`src/rtl/irq_aggr_pkg.sv`:
```
package irq_aggr_pkg;
  localparam int CH_N       = 2;
  localparam int REG_W      = 8;
  localparam int MEN_BIT    = 0;
  localparam int TXEN_BIT   = 1;
  localparam int RXM_LSB    = 3;
  localparam int RXM_W      = 2;
  localparam int BRK_EN_BIT = 7;
  localparam int BRK_ST_BIT = 7;

  typedef enum logic [RXM_W-1:0] {
    RXM_OFF   = 2'b00,
    RXM_FIRST = 2'b01,
    RXM_ALL   = 2'b10,
    RXM_SPEC  = 2'b11
  } rx_mode_e;

  typedef struct packed {
    logic rx;
    logic tx;
  } chan_flags_t;

  // fixed positions in the shared pending byte
  function automatic int rx_pos(input int ch);
    return (ch == 0) ? 5 : 2;
  endfunction

  function automatic int tx_pos(input int ch);
    return (ch == 0) ? 4 : 1;
  endfunction
endpackage

```
`src/rtl/irq_flag_cell.sv`:
```
module irq_flag_cell (
  input  logic clk_i,
  input  logic rst_ni,
  input  logic set_i,
  input  logic clr_i,
  input  logic chan_rst_i,
  output logic flag_o
);
  // priority: channel reset, then set, then clear
  always_ff @(posedge clk_i or negedge rst_ni) begin
    if (!rst_ni)         flag_o <= 1'b0;
    else if (chan_rst_i) flag_o <= 1'b0;
    else if (set_i)      flag_o <= 1'b1;
    else if (clr_i)      flag_o <= 1'b0;
  end
endmodule

```
`src/rtl/irq_req_eval.sv`:
```
module irq_req_eval
  import irq_aggr_pkg::*;
#(
  parameter int W = REG_W
) (
  input  logic [W-1:0] ctrl_i,
  input  logic [W-1:0] ext_i,
  input  logic [W-1:0] stat_i,
  input  chan_flags_t  flags_i,
  output logic         req_o
);
  rx_mode_e mode;
  logic     rx_en, rx_req, tx_req, brk_req;

  always_comb begin
    mode    = rx_mode_e'(ctrl_i[RXM_LSB +: RXM_W]);
    rx_en   = (mode == RXM_FIRST) || (mode == RXM_ALL);
    rx_req  = rx_en & flags_i.rx;
    tx_req  = ctrl_i[TXEN_BIT] & flags_i.tx;
    brk_req = ext_i[BRK_EN_BIT] & stat_i[BRK_ST_BIT];
    req_o   = ctrl_i[MEN_BIT] & (rx_req | tx_req | brk_req);
  end
endmodule

```
`src/rtl/irq_pend_pack.sv`:
```
module irq_pend_pack
  import irq_aggr_pkg::*;
#(
  parameter int W = REG_W,
  parameter int N = CH_N
) (
  input  chan_flags_t flags_i [N],
  output logic [W-1:0] pend_o
);
  always_comb begin
    pend_o = '0;
    for (int c = 0; c < N; c++) begin
      pend_o[rx_pos(c)] = flags_i[c].rx;
      pend_o[tx_pos(c)] = flags_i[c].tx;
    end
  end
endmodule

```
`src/rtl/irq_status_aggr.sv`:
```
module irq_status_aggr
  import irq_aggr_pkg::*;
#(
  parameter int W = REG_W,
  parameter int N = CH_N
) (
  input  logic           clk_i,
  input  logic           rst_ni,
  input  logic [N-1:0]   rx_set_i,
  input  logic [N-1:0]   rx_clr_i,
  input  logic [N-1:0]   tx_set_i,
  input  logic [N-1:0]   tx_clr_i,
  input  logic [N-1:0]   chan_rst_i,
  input  logic [N*W-1:0] int_ctrl_i,
  input  logic [N*W-1:0] ext_ctrl_i,
  input  logic [N*W-1:0] line_stat_i,
  output logic [N-1:0]   irq_o,
  output logic [W-1:0]   pend_o
);
  chan_flags_t flags [N];
  logic [N-1:0] req_d;
  logic [N-1:0] irq_q;

  for (genvar c = 0; c < N; c++) begin : g_ch
    irq_flag_cell u_rx (
      .clk_i      (clk_i),
      .rst_ni     (rst_ni),
      .set_i      (rx_set_i[c]),
      .clr_i      (rx_clr_i[c]),
      .chan_rst_i (chan_rst_i[c]),
      .flag_o     (flags[c].rx)
    );

    irq_flag_cell u_tx (
      .clk_i      (clk_i),
      .rst_ni     (rst_ni),
      .set_i      (tx_set_i[c]),
      .clr_i      (tx_clr_i[c]),
      .chan_rst_i (chan_rst_i[c]),
      .flag_o     (flags[c].tx)
    );

    irq_req_eval #(.W(W)) u_eval (
      .ctrl_i  (int_ctrl_i[c*W +: W]),
      .ext_i   (ext_ctrl_i[c*W +: W]),
      .stat_i  (line_stat_i[c*W +: W]),
      .flags_i (flags[c]),
      .req_o   (req_d[c])
    );

    always_ff @(posedge clk_i or negedge rst_ni) begin
      if (!rst_ni)            irq_q[c] <= 1'b0;
      else if (chan_rst_i[c]) irq_q[c] <= 1'b0;
      else                    irq_q[c] <= req_d[c];
    end
  end

  irq_pend_pack #(.W(W), .N(N)) u_pack (
    .flags_i (flags),
    .pend_o  (pend_o)
  );

  assign irq_o = irq_q;
endmodule

```
`config.mk`:
```
export PLATFORM = sky130hd
export DESIGN_NAME = irq_status_aggr
export DESIGN_NICKNAME = d
export VERILOG_FILES = /design/src/rtl/irq_aggr_pkg.sv /design/src/rtl/irq_flag_cell.sv /design/src/rtl/irq_req_eval.sv /design/src/rtl/irq_pend_pack.sv /design/src/rtl/irq_status_aggr.sv
export SDC_FILE = /design/constraint.sdc
export NUM_CORES = 1
export LEC_CHECK = 0
export BUFFER_PORTS_ARGS = -buffer_cell sky130_fd_sc_hd__buf_2
export CAP_MARGIN = 40
export CELL_PAD_IN_SITES_DETAIL_PLACEMENT = 1
export CELL_PAD_IN_SITES_GLOBAL_PLACEMENT = 2
export CORE_UTILIZATION = 10
export CTS_CLUSTER_SIZE = 20
export DETAILED_ROUTE_END_ITERATION = 12
export PLACE_DENSITY = 0.92
export SYNTH_ARGS = -nofsm -noshare
export SYNTH_HDL_FRONTEND = slang
export SYNTH_SLANG_ARGS = --single-unit
```
`constraint.sdc`:
```
create_clock -name clk_i -period 0.9 [get_ports clk_i]
set_input_delay 0.135 -clock clk_i [delete_from_list [all_inputs] [get_ports clk_i]]
set_output_delay 0.135 -clock clk_i [all_outputs]
set_load 0.01 [all_outputs]
```
# [Word level (Yosys, flattened, before mapping)]
# Cells that the tools add are included.
[classes] order_cmp=0 shift=0 n_mux=14 eq_ne=4 n_div=0 multipliers=0 reduce_logical=6 n_addsub=0 bitwise_logic=12
[op_table] cell="$mux W1" n=14
[op_table] cell="$reduce_bool A3 Y1" n=4
[op_table] cell="$and A1 B1 Y1" n=8
[op_table] cell="$eq A2 B1 Y1 const B" n=2
[op_table] cell="$eq A2 B2 Y1 const B" n=2
[op_table] cell="$or A1 B1 Y1" n=4
[op_table] cell="$logic_or A1 B1 Y1" n=2
[word_totals] latch_bits=0 memories=0 out_inout_bits=10 input_bits=60 regBits=6 mem_bits_rw=0 mem_bits_ro=0 wordCells=42

# [Longest topological paths before layout]
[logic_depth] ltp_word=7 depth_mapped=2 ltp_nobuf=2

# [Modules after synthesis]
# Synthesis repeated with hierarchy kept, for this count alone.
[unflattened] cells_unflattened=39 area_unflattened_um2=399.1
[by_module_without_submodules] mod="irq_flag_cell" n_inst=4 seq_area_each_um2=25.0 area_per_inst_um2=43.8 cells_per_inst=4
[by_module_without_submodules] mod="irq_req_eval" n_inst=2 seq_area_each_um2=0.0 area_per_inst_um2=41.3 cells_per_inst=5
[by_module_without_submodules] mod="irq_status_aggr" n_inst=1 seq_area_each_um2=50.0 area_per_inst_um2=77.6 cells_per_inst=4
[by_module_without_submodules] mod="irq_pend_pack" n_inst=1 seq_area_each_um2=0.0 area_per_inst_um2=63.8 cells_per_inst=9

# [Least setup slack after synthesis]
# OpenSTA, ideal clock, no wires.
[synth_path] path_kind="register to register" startpoint="register g_ch[0].u_tx.flag_o" endpoint="register irq_q[0], in the netlist irq_o[0]" path_stages_with_launch=3 setup_time_ps=129 period_less_slack_ps=735 t_arrival_ps=605 slack_ps=165 path_buffers=0 cell_sequence="dfrtp_1 -> a22oi_1 -> o32ai_1"
[synth_via] elab_chain_cells=5
[synth_lines] item="start: declaration" line="irq_flag_cell.sv:7" text="output logic flag_o"
[synth_lines] item="start signal: assignment" line="irq_flag_cell.sv:11" text="if (!rst_ni) flag_o <= 1'b0;"
[synth_lines] item="start signal: assignment" line="irq_flag_cell.sv:12" text="else if (chan_rst_i) flag_o <= 1'b0;"
[synth_lines] item="start signal: assignment" line="irq_flag_cell.sv:13" text="else if (set_i) flag_o <= 1'b1;"
[synth_lines] item="$and A1 B1 Y1" line="irq_req_eval.sv:19" text="tx_req = ctrl_i[TXEN_BIT] & flags_i.tx;"
[synth_lines] item="$or A1 B1 Y1 (2 in series)" line="irq_req_eval.sv:21" text="req_o = ctrl_i[MEN_BIT] & (rx_req | tx_req | brk_req);"
[synth_lines] item="$and A1 B1 Y1" line="irq_req_eval.sv:21"
[synth_lines] item="$mux W1" line="irq_status_aggr.sv:53" text="else if (chan_rst_i[c]) irq_q[c] <= 1'b0;"
[synth_lines] item="end signal: indexed assignment" line="irq_status_aggr.sv:54" text="else irq_q[c] <= req_d[c];"
[synth_lines] item="end: declaration" line="irq_status_aggr.sv:22" text="logic [N-1:0] irq_q;"
# Every way passes these cells.
# A chain may end at the register's enable or synchronous reset.

# [Final worst setup path]
[layout_path] startpoint="register g_ch[1].u_tx.flag_o" endpoint="output port pend_o[1]"
[layout_lines] item="start: declaration" line="irq_flag_cell.sv:7"
[layout_lines] item="start signal: assignment" line="irq_flag_cell.sv:11"
[layout_lines] item="start signal: assignment" line="irq_flag_cell.sv:12"
[layout_lines] item="start signal: assignment" line="irq_flag_cell.sv:13"
[layout_lines] item="end: declaration" line="irq_status_aggr.sv:18" text="output logic [W-1:0] pend_o"
# No word-level cell between the ends.

==> results_dict.tcl <==
set metrics [dict create \
    firstDrtPassIters 3 \
    layout_nets 130 \
    io_buffers 29 \
    drt_first_iter_violations 11 \
    tritoncts "built" \
    fin_crit_ns 0.905 \
    worstPathBufferInverterCount 1 \
    global_route.overflow_total 0 \
    yosysUniqueCellTypes 10 \
    r2r-start "g_ch[1].u_tx.flag_o$_DFFE_PN0P_" \
    flow.area_growth_from_synthesis_pct 65.7 \
    crit_chain "buf_6" \
    synth_async_sr_flop_share_pct 100 \
    die_height_um 60.9 \
    clkSlewWorstSetupHoldPaths_ns 0.05 \
    powerDensity_nw_per_um2 1220 \
    timing.critical_path.slowest_stage_cell "dfrtp_1" \
    yosysMostFrequentCell "buf_4" \
    setup.worst_path.start_class "register" \
    unrepaired_setup_endpoints_after_global_routing "yes" \
    avgSynthCellArea_um2 9.37 \
    timing.critical_path.fanout_max 3 \
    netlist.top_cell.by_area "dfrtp_1" \
    synthesis.yosys.warnings 0 \
    maximum_number_of_pins_on_one_net_before_global_route_repair 7 \
    ff2ff_setup_slack_ns 0.08 \
    vdd_drop_max_mv 0.333 \
    setup_ws_ns -0.00453 \
    ys_top_cells_by_count "buf_4 (8), dfrtp_1 (6), inv_1 (6)" \
    ys_seq_area_share_pct 43.3 \
    min_delay_worst_endpoint "g_ch[0].u_tx.flag_o$_DFFE_PN0P_" \
    violated_checks "negative setup slack" \
    routed-via-count 364 \
    clkLatencyLatePin_ns 0.24 \
    fin_worst_skew_ns 0.0000488 \
    drt.antenna.violating_nets 0 \
    top_level_ports 70 \
    yosys_most_used_dff "dfrtp_1" \
    die_w_um 60.9 \
    postSynthCellCount 37 \
    maxCapViolations 0 \
    power_leakage_nw 0.306 \
    place_hpwl_um 881 \
    drive_gt1_share_pct 51.5 \
    htreeDepth 1 \
    timing.final.setup_violations 1 \
    worst_hold_path_type "input port to register" \
    core_area_um2 3340 \
    antenna_found_initial 0 \
    first_pass_grt_wire_length_mm 1.50 \
    cts_max_path_buffers 2 \
    layout.cells.non_filler 114 \
    gpl.final_weighted_congestion 0.563 \
    number_of_vias_per_cell_after_detailed_routing 3.19 \
    hold-path-cell-count 2 \
    detail_route.wirelength_um 978 \
    grt_pass1_vias 393 \
    numCtsBuffers 3 \
    synth.ff_latch_count 6 \
    run_status "finished, violations left" \
    antenna-diode-count 0 \
    hold_vio_cnt_final 0 \
    post-synth-top-area-fraction_pct 43.3 \
    design.die.area_um2 3710 \
    worst-setup-path-type "register to output pin" \
    crit_required_ns 0.76 \
    drcViolationCount 0 \
    route.detailed.wl_per_inst_um 8.58 \
    combined_area_of_all_synthesized_cells_um2 347 \
    cts_num_sinks 6 \
    fin_crit_sh_pct 101 \
    clockRootBuffer "clkbuf_4" \
    track_usage_pct 6.04 \
    fmax_mhz 1110 \
    place.detailed.instances 107 \
    synth-edff-count 0 \
    timing.critical_path.max_delay_family "flip-flops" \
    crit_path_end_kind "output pin" \
    rows 21 \
    initial_utilization_pct 10.4 \
    timing.hold.worst.start "chan_rst_i[0]" \
    reg2reg_depth 2 \
    synth_top_cells_by_area "dfrtp_1 (43%), buf_4 (17%), nand2b_1 (7.2%), inv_1 (6.5%), a21oi_1 (5.8%)" \
    peak_per_stage_delay_on_the_critical_path_ns 0.40 \
    slew_viol_final 0 \
    design_area_um2 574 \
    worstPathArrival_ns 0.77 \
    dp_slack_ns 0.0867 \
    endpoint_of_the_lowest_slack_register_to_register_path "irq_o[1]$_DFF_PN0_" \
    detailed_place.area_um2 500 \
]
## layout by cell type (no fill, tap or decap)
cell	synthesis	layout
inv_1	6	6
a22oi_1	2	2
a21oi_1	4	4
dfrtp_1	6	6
buf_4	8	3
clkbuf_4	0	3
buf_6	0	3
buf_2	0	26
dlygate4sd3_1	0	1
o32ai_1	2	2
conb_1	1	4
nand2b_1	4	4
xnor2_1	2	2
nand3b_1	2	2
## where the power goes
| group | internal [mW] | switching, mW |
|---|---|---|
| Sequential | 0.287 | 0.00962 |
| Clock | 0.151 | 0.0937 |
| Combinational | 0.0913 | 0.0668 |
## layout make-up
cell class | count | area, um2
repair buffers | 33 | 196
flip-flops and latches | 6 | 150
well taps | 46 | 57.6
inverters | 6 | 22.5
fillers | 417 | 2760
clock buffers | 3 | 22.5
multi-input cells | 20 | 125
## what timing repair did
action                     4_1_cts  5_1_grt
hold buffers                     1        0
buffers inserted                 3        0
gates resized for setup          1        2
hold endpoints to repair         6        0
setup endpoints to repair        4        5
## sequential cells by signal, indices dropped and copies added, names as in the netlist
name              cells
g_ch.u_rx.flag_o      2
g_ch.u_tx.flag_o      2
irq_o                 2
## kinds of logic after synthesis
kind of cell	synth area share, %
other cells	1.08
simple gates	11.5
xor+xnor	5.06
buf+inv	23.8
flops	43.3
compound gates	15.2
## how the worst max path moves through the flow
| stage | start | to | slack, ns | cells after the start |
|---|---|---|---|---|
| 2_1_floorplan | g_ch[0].u_tx.flag_o$_DFFE_PN0P_ | irq_o[0]$_DFF_PN0_ | 0.17 | 2 |
| 3_3_place_gp | g_ch[1].u_tx.flag_o$_DFFE_PN0P_ | irq_o[1]$_DFF_PN0_ | 0.12 | 2 |
| 3_5_place_dp | g_ch[1].u_tx.flag_o$_DFFE_PN0P_ | irq_o[1]$_DFF_PN0_ | 0.09 | 2 |
| 4_1_cts | g_ch[1].u_tx.flag_o$_DFFE_PN0P_ | pend_o[1] | -0.02 | 1 |
| 5_1_grt | g_ch[1].u_tx.flag_o$_DFFE_PN0P_ | pend_o[1] | -0.05 | 1 |
| 6_report | g_ch[1].u_tx.flag_o$_DFFE_PN0P_ | pend_o[1] | -0.005 | 1 |
## routing by layer
metal,track usage (%),up-vias,wire [um]
li1,-,171,-
met1,3.70,158,303
met2,13.0,35,530
met3,4.69,0,145
met4,0.974,0,0
met5,0,-,0
## through the flow
stage | setup TNS [ns] | hold WS (ns) | util (%) | total power [mW]
finish | -0.00453 | 0.0932 | 17.2 | 0.699
global route | -0.145 | 0.0889 | 17.2 | 0.762
CTS | -0.0372 | 0.0783 | 16.8 | 0.720
detailed placement | 0 | -0.0207 | 15.0 | 0.437
global placement | 0 | -0.0277 | 15.0 | 0.428
floorplan | 0 | -0.161 | - | 0.379
(Power assumes the default switching activity.)
